===== src/rtl/sbr_pkg.sv =====
package sbr_pkg;
   localparam int CMD_W    = 16;
   localparam int INSTR_HI = 15;
   localparam int INSTR_LO = 8;
   localparam int INSTR_W  = INSTR_HI - INSTR_LO + 1;
   localparam int WAKE_BIT = 7;
   localparam int LRET_BIT = 6;
   localparam int EXEC_BIT = 5;
   localparam int XFER_BIT = 4;

   typedef struct packed {
      logic wake;
      logic lret;
      logic xfer;
   } mode_t;

   function automatic mode_t decode_mode(input logic [CMD_W-1:0] w);
      mode_t m;
      m.wake = w[WAKE_BIT];
      m.lret = w[LRET_BIT];
      m.xfer = w[XFER_BIT];
      return m;
   endfunction
endpackage


===== src/rtl/sbr_cmd_decode.sv =====
module sbr_cmd_decode
   import sbr_pkg::*;
(
   input  logic                 clk,
   input  logic                 rst_n,
   input  logic                 cmd_valid,
   input  logic [CMD_W-1:0]     cmd_word,
   output mode_t                mode_o,
   output logic [INSTR_W-1:0]   instr_o,
   output logic                 instr_stb_o
);
   always_ff @(posedge clk) begin
      if (!rst_n) begin
         mode_o      <= '0;
         instr_o     <= '0;
         instr_stb_o <= 1'b0;
      end else begin
         instr_stb_o <= 1'b0;
         if (cmd_valid) begin
            mode_o <= decode_mode(cmd_word);
            if (cmd_word[EXEC_BIT]) begin
               instr_o     <= cmd_word[INSTR_HI:INSTR_LO];
               instr_stb_o <= 1'b1;
            end
         end
      end
   end
endmodule


===== src/rtl/sbr_addr_ctr.sv =====
module sbr_addr_ctr #(
   parameter int ADDR_W = 19
) (
   input  logic              clk,
   input  logic              rst_n,
   input  logic              clr,
   input  logic              inc,
   output logic [ADDR_W-1:0] addr
);
   localparam logic [ADDR_W-1:0] ONE = ADDR_W'(1);

   always_ff @(posedge clk) begin
      if (!rst_n)    addr <= '0;
      else if (clr)  addr <= '0;
      else if (inc)  addr <= addr + ONE;
   end
endmodule


===== src/rtl/sbr_read_seq.sv =====
module sbr_read_seq #(
   parameter int RD_LAT = 1
) (
   input  logic clk,
   input  logic rst_n,
   input  logic stop_pulse,
   input  logic xfer_en,
   input  logic rec_active,
   output logic rd_go,
   output logic rd_valid
);
   logic              pending_q;
   logic              inflight;
   logic              req_now;
   logic              want;
   logic [RD_LAT-1:0] vpipe;

   assign inflight = |vpipe;
   assign req_now  = stop_pulse & xfer_en & ~pending_q & ~inflight;
   assign want     = pending_q | req_now;
   assign rd_go    = want & ~rec_active;
   assign rd_valid = vpipe[RD_LAT-1];

   always_ff @(posedge clk) begin
      if (!rst_n) pending_q <= 1'b0;
      else        pending_q <= want & rec_active;
   end

   generate
      if (RD_LAT < 1 || RD_LAT > 2) begin : g_bad_lat
         $error("sbr_read_seq: RD_LAT must be 1 or 2");
      end else if (RD_LAT == 1) begin : g_lat1
         always_ff @(posedge clk) begin
            if (!rst_n) vpipe <= '0;
            else        vpipe <= rd_go;
         end
      end else begin : g_latn
         always_ff @(posedge clk) begin
            if (!rst_n) vpipe <= '0;
            else        vpipe <= {vpipe[RD_LAT-2:0], rd_go};
         end
      end
   endgenerate
endmodule


===== src/rtl/sample_byte_reader.sv =====
module sample_byte_reader
   import sbr_pkg::*;
#(
   parameter int ADDR_W = 19,
   parameter int DATA_W = 8,
   parameter int RD_LAT = 1
) (
   input  logic                clk,
   input  logic                rst_n,
   input  logic                cmd_valid,
   input  logic [CMD_W-1:0]    cmd_word,
   input  logic                stop_pulse,
   input  logic                rec_active,
   input  logic                rec_step,
   input  logic                rec_clear,
   output logic [ADDR_W-1:0]   ram_addr,
   output logic                ram_rd,
   input  logic [DATA_W-1:0]   ram_rdata,
   output logic [DATA_W-1:0]   tx_byte,
   output logic                tx_valid,
   output logic                wake,
   output logic                logic_ret_en,
   output logic                xfer_en,
   output logic [INSTR_W-1:0]  instr,
   output logic                instr_stb
);
   generate
      if (ADDR_W < 2 || DATA_W < 1) begin : g_bad_cfg
         $error("sample_byte_reader: ADDR_W must be >= 2 and DATA_W >= 1");
      end
   endgenerate

   mode_t mode;
   logic  rd_go;

   sbr_cmd_decode u_dec (
      .clk         (clk),
      .rst_n       (rst_n),
      .cmd_valid   (cmd_valid),
      .cmd_word    (cmd_word),
      .mode_o      (mode),
      .instr_o     (instr),
      .instr_stb_o (instr_stb)
   );

   sbr_read_seq #(.RD_LAT(RD_LAT)) u_seq (
      .clk        (clk),
      .rst_n      (rst_n),
      .stop_pulse (stop_pulse),
      .xfer_en    (mode.xfer),
      .rec_active (rec_active),
      .rd_go      (rd_go),
      .rd_valid   (tx_valid)
   );

   sbr_addr_ctr #(.ADDR_W(ADDR_W)) u_addr (
      .clk   (clk),
      .rst_n (rst_n),
      .clr   (rec_clear),
      .inc   (rd_go | rec_step),
      .addr  (ram_addr)
   );

   assign ram_rd       = rd_go;
   assign tx_byte      = ram_rdata;
   assign wake         = mode.wake;
   assign logic_ret_en = mode.lret;
   assign xfer_en      = mode.xfer;
endmodule


===== config.mk =====
export PLATFORM = sky130hd
export DESIGN_NAME = sample_byte_reader
export DESIGN_NICKNAME = d
export VERILOG_FILES = /design/src/rtl/sbr_pkg.sv /design/src/rtl/sbr_cmd_decode.sv /design/src/rtl/sbr_addr_ctr.sv /design/src/rtl/sbr_read_seq.sv /design/src/rtl/sample_byte_reader.sv
export SDC_FILE = /design/constraint.sdc
export NUM_CORES = 1
export LEC_CHECK = 0
export ABC_AREA = 0
export BUFFER_PORTS_ARGS = -buffer_cell sky130_fd_sc_hd__buf_2
export CORE_ASPECT_RATIO = 0.5
export CORE_MARGIN = 1.5
export CORE_UTILIZATION = 41
export DETAILED_ROUTE_END_ITERATION = 16
export GPL_ROUTABILITY_DRIVEN = 0
export PLACE_DENSITY = 0.76
export SLEW_MARGIN = 30
export SYNTH_ARGS = -nofsm -noshare
export SYNTH_HDL_FRONTEND = slang
export SYNTH_SLANG_ARGS = --single-unit

===== constraint.sdc =====
create_clock -name clk -period 1.6 [get_ports clk]
set_clock_uncertainty 0.05 [all_clocks]
set_input_delay 0 -clock clk [delete_from_list [all_inputs] [get_ports clk]]
set_output_delay 0 -clock clk [all_outputs]
set_load 0.005 [all_outputs]

# [Word-level counts from Yosys, hierarchy flattened]
# Cells that the tools add are included.
[word_totals] ff_bits=33 input_bits=31 out_inout_bits=41 wordCells=24
[op_classes] addsub=1 mux=1 bitwise_logic=11 reduce_logical=3
[ops] cell="adder 19 x 1 -> 19 bit (second input constant)" n=1
[ops] cell="AND 1 bit" n=5
[ops] cell="NOT 1 bit" n=4
[ops] cell="AND reduction 2 bit" n=2
[ops] cell="OR 1 bit" n=2
[ops] cell="OR reduction 2 bit" n=1
[ops] cell="2-to-1 mux 1 bit" n=1

# [Depth between registers and ports, before layout]
[logic_depth] word_depth=6 ltp_mapped=6

# [Cells and area by module]
# From an unflattened synthesis, not the netlist that was laid out.
[hier_totals] hier_cells=166 hier_area_um2=1554.0
[modules_own_cells] module="sbr_addr_ctr" n_inst=1 cells_per_inst=99 area_per_inst_um2=900.9
[modules_own_cells] module="sbr_cmd_decode" n_inst=1 cells_per_inst=49 area_per_inst_um2=498.0
[modules_own_cells] module="sbr_read_seq" n_inst=1 cells_per_inst=9 area_per_inst_um2=88.8
[modules_own_cells] module="sample_byte_reader" n_inst=1 cells_per_inst=9 area_per_inst_um2=66.3

# [Worst setup path before layout]
# No wires, ideal clock.
[synth_path] path_type="register -> register" from="register u_addr.addr[4]" to="register u_addr.addr[16]" setup_time_ns=0.070 arrival_time_ns=1.477 slack_ns=0.002 stages_incl_launch_ff=6 path_cell_list="dfxtp_1 nand4_2 or2_4 buf_6 or4_1 a21oi_1"
[synth_between] elab_chain_cells=1
[synth_lines] item="from (decl)" line_no="sbr_addr_ctr.sv:8" source="output logic [ADDR_W-1:0] addr"
[synth_lines] item="from (signal assigned)" line_no="sbr_addr_ctr.sv:15" source="else if (inc) addr <= addr + ONE;"
[synth_lines] item="adder 19 x 1 -> 19 bit" line_no="sbr_addr_ctr.sv:15"
# No other way between the ends.
# A chain may end at the register's enable or synchronous reset.

# [Worst setup path in the final report]
[layout_path] from="register u_seq.vpipe, in the netlist u_seq.rd_valid" to="register u_addr.addr[9]"
[layout_between] elab_chain_cells=5
[layout_lines] item="from (decl)" line_no="sbr_read_seq.sv:16" source="logic [RD_LAT-1:0] vpipe;"
[layout_lines] item="from (signal assigned)" line_no="sbr_read_seq.sv:35" source="else vpipe <= rd_go;"
[layout_lines] item="NOT 1 bit" line_no="sbr_read_seq.sv:19" source="assign req_now = stop_pulse & xfer_en & ~pending_q & ~inflight;"
[layout_lines] item="AND 1 bit" line_no="sbr_read_seq.sv:19"
[layout_lines] item="OR 1 bit" line_no="sbr_read_seq.sv:20" source="assign want = pending_q | req_now;"
[layout_lines] item="AND 1 bit" line_no="sbr_read_seq.sv:21" source="assign rd_go = want & ~rec_active;"
[layout_lines] item="OR 1 bit" line_no="sample_byte_reader.sv:60" source=".inc (rd_go | rec_step),"
# No other way between the ends.

==> flow_metrics.py <==
metrics = {
    "die": {
        "die_w_um": 89.4,
        "placementRows": 15,
        "die_area_um2": 4130,
        "dieHeight_um": 46.2,
        "start_util": 0.436,
        "io-pin-count": 72,
        "placeableCoreArea_um2": 3510,
    },
    "power": {
        "irDropWorstVdd_mv": 0.371,
        "p_leak_uw": 0.00101,
        "cellPowerDensity_nw_per_um2": 698,
    },
    "global_route": {
        "grtUsageTotal": 0.202,
        "grt_max_degree": 23,
        "antenna_found_initial": 0,
        "grt-ovfl-total": 0,
        "grt_pass1_wl_mm": 6.27,
        "grt_pass1_vias": 1453,
    },
    "routing": {
        "wire_per_inst_um": 13.0,
        "wl_met3_um": 228,
        "drt-initial-drc-count": 43,
        "m1WireLength_mm": 1.66,
        "wirelength_mm": 4.08,
        "vias_per_cell": 5.23,
        "top_layer": "met4",
        "drtAntennaViolNets": 0,
        "drt_pass1_iterations": 4,
        "vias": 1638,
        "dr_wl_met2_mm": 2.16,
        "drcViolationCount": 0,
    },
    "synthesis": {
        "synth_edf_count": 0,
        "synthCells": 169,
        "synth_common_cells": "dfxtp_1, nand2_1, a21oi_1, nand3_1, o31ai_1",
        "synth_top_area_frac": 0.432,
        "syn_nets": 201,
        "synth_seq_cells": 33,
        "postSynth.asyncResetShare": 0,
        "synthTopCellsByArea": "dfxtp_1, o31ai_1, or4_1",
        "synth-main-ff-cell": "dfxtp_1",
        "synth_area_um2": 1530,
        "yosys.area.top_type": "dfxtp_1",
        "ys_seq_area_frac": 0.432,
        "syn_area_per_cell_um2": 9.05,
        "synthMostInstantiatedCell": "dfxtp_1",
        "synth_cell_types": 36,
        "yosysWarnings": 0,
    },
    "timing": {
        "fin_ws_ns": -0.0609,
        "tightestPinTransition_ns": 0.656,
        "hold_violations": 0,
        "setup-violations-final": 7,
        "fin_hold_ws_ns": 0.0187,
        "fin_tns_setup_ns": -0.238,
        "drv_slew": 0,
        "fmax_mhz": 602,
        "period_needed_ns": 1.66,
        "rsz0062_at_grt": "yes",
        "maxSlewHeadroom": 0.563,
        "fin_crit_sh": 1.04,
    },
    "finish": {
        "fin_util": 0.667,
        "register_area_um2": 664,
        "fill_cells": 272,
        "drive_gt1_frac": 0.401,
        "nets": 293,
        "multi_input_area_um2": 821,
        "num_antenna_cells": 0,
        "syn_to_final_growth_pct": 53.0,
    },
    "cts": {
        "clock-sinks": 33,
        "htreeDepth": 2,
        "cts_made_buffers": 5,
        "clk_path_buf_depth": 2,
        "root_buffer": "clkbuf_8",
        "insertion_delay_ns": 0.29,
        "clk_pin_slew_ns": 0.08,
        "cts_tree": "yes",
    },
    "worst_setup_path": {
        "crit_end": "u_addr.addr[9]",
        "critPathCaptureType": "flop",
        "r2r_slack_ns": -0.06,
        "path_max_fanout": 9,
        "critPathMaxStageDelay_ns": 0.40,
        "required_ns": 1.76,
        "rr_endpoint": "u_addr.addr[9]",
        "ff2ff_path_depth": 6,
        "r2r-start": "u_seq.rd_valid",
        "worstPathArrival_ns": 1.83,
        "crit_top_cell": "buf_6",
        "criticalPathCategory": "reg2reg",
        "cp_slowest_cell": "or4_1",
        "crit_start": "u_seq.rd_valid",
        "worstPathCellList": "and4bb_2, buf_6, o31ai_4, buf_6, or4_1, a21oi_1",
        "cp-start-kind": "flop",
    },
    "run_status": {
        "violations": "setup timing",
        "status": "finished with violations",
    },
    "place": {
        "hpwl_mm": 2.44,
        "place_ws_ns": -0.0617,
        "io_buffers": 51,
    },
    "run": {
        "max_cap_violations": 0,
    },
    "hold_path": {
        "min_path_type": "in2reg",
    },
}
where the power goes:
part	switching, uW	leakage, uW	internal, uW
logic	68.8	0.000700	90.4
registers	8.10	0.000269	839
clock network	328	0.0000439	300
critical path: cells and delay by family (launching register included):
| kind | cells | cell delay [ns] |
|---|---|---|
| buffers and inverters | 2 | 0.28 |
| flip-flops | 1 | 0.32 |
| AO/OA/AOI/OAI | 2 | 0.20 |
| AND/OR/NAND/NOR | 2 | 0.76 |
through the flow:
step / cells / power, uW / instance area, um^2
finish: 313 / 1630 / 2340
global route: 313 / 1700 / 2340
CTS: 311 / 1640 / 2290
detailed placement: 275 / 977 / 1910
global placement: 275 / 974 / 1910
floorplan: 169 / 934 / 1530
layer usage:
layer  up-vias  GRT usage
met5         -          0
met4         0     0.0892
met3         5     0.0484
met2        63      0.383
met1       775      0.220
li1        795          -
cells by family (layout without fill, tap and decap cells):
group | after synthesis | count (layout) | share of synthesized area
xor gates and xnor gates | 4 | 4 | 0.0229
and+or+nand+nor | 66 | 68 | 0.252
DFF | 33 | 33 | 0.432
buffers and inverters | 20 | 111 | 0.0760
muxes | 4 | 4 | 0.0262
adders and majority gates | 1 | 1 | 0.00818
AOI/OAI and AO/OA | 41 | 41 | 0.183
worst min-delay path by stage:
stage	startpoint	end	slack [ns]	cells after the start
after floorplan	rec_active	ram_rd	-0.01	1
after global placement	ram_rdata[1]	tx_byte[1]	-0.05	0
after detailed placement	ram_rdata[1]	tx_byte[1]	-0.05	0
after CTS	rec_active	u_seq.rd_valid	0.004	3
after global routing	rst_n	u_dec.instr_o[4]	0.03	2
final	cmd_word[5]	u_dec.instr_o[5]	0.02	3
timing repair:
item                                    4_1_cts  5_1_grt
buffers inserted                              7        0
gates cloned                                  1        2
gates resized for setup                       8       12
hold buffers                                 21        0
pin swaps                                    10        8
endpoints found under the setup margin        7       15
hold endpoints to repair                     23        0
layout make-up:
cell class                      instances  share of cell area
Clock inverter                          3             0.00748
Multi-Input combinational cell        118               0.351
Clock buffer                            5              0.0294
Inverter                                2             0.00321
Sequential cell                        33               0.284
Timing Repair Buffer                  101               0.298
Tap cell                               51              0.0273
sequential cells by signal, indices dropped and copies added (netlist names):
name	flops
u_addr.addr	19
u_dec.instr_o	8
u_dec.mode_o	3
u_dec.instr_stb_o	1
u_seq.pending_q	1
u_seq.rd_valid	1
cell usage in the layout, fill, tap and decap left out, drive strengths merged:
master / netlist / layout
buf: 13 / 80
dfxtp: 33 / 33
dlygate4sd3: 0 / 21
nand2: 14 / 14
a21oi: 13 / 13
nand3: 12 / 12
o31ai: 12 / 12
or4: 9 / 9
a21boi: 8 / 8
nor2b: 6 / 6
clkbuf: 5 / 5
and3: 4 / 4
mux2i: 4 / 4
o21ai: 4 / 4
nand4: 4 / 4
or3: 4 / 4
and2: 3 / 3
nor2: 3 / 3
or2: 1 / 3
inv: 2 / 2
xnor2: 2 / 2
xor2: 2 / 2
clkinv: 0 / 2
and4: 2 / 2
o21bai: 1 / 1
and4bb: 1 / 1
nand2b: 1 / 1
o311ai: 1 / 1
o31a: 1 / 1
nor4: 1 / 1
o21a: 1 / 1
nor3: 1 / 1
ha: 1 / 1
clkinvlp: 0 / 1
Note: power is estimated with default switching activity, not from simulation.
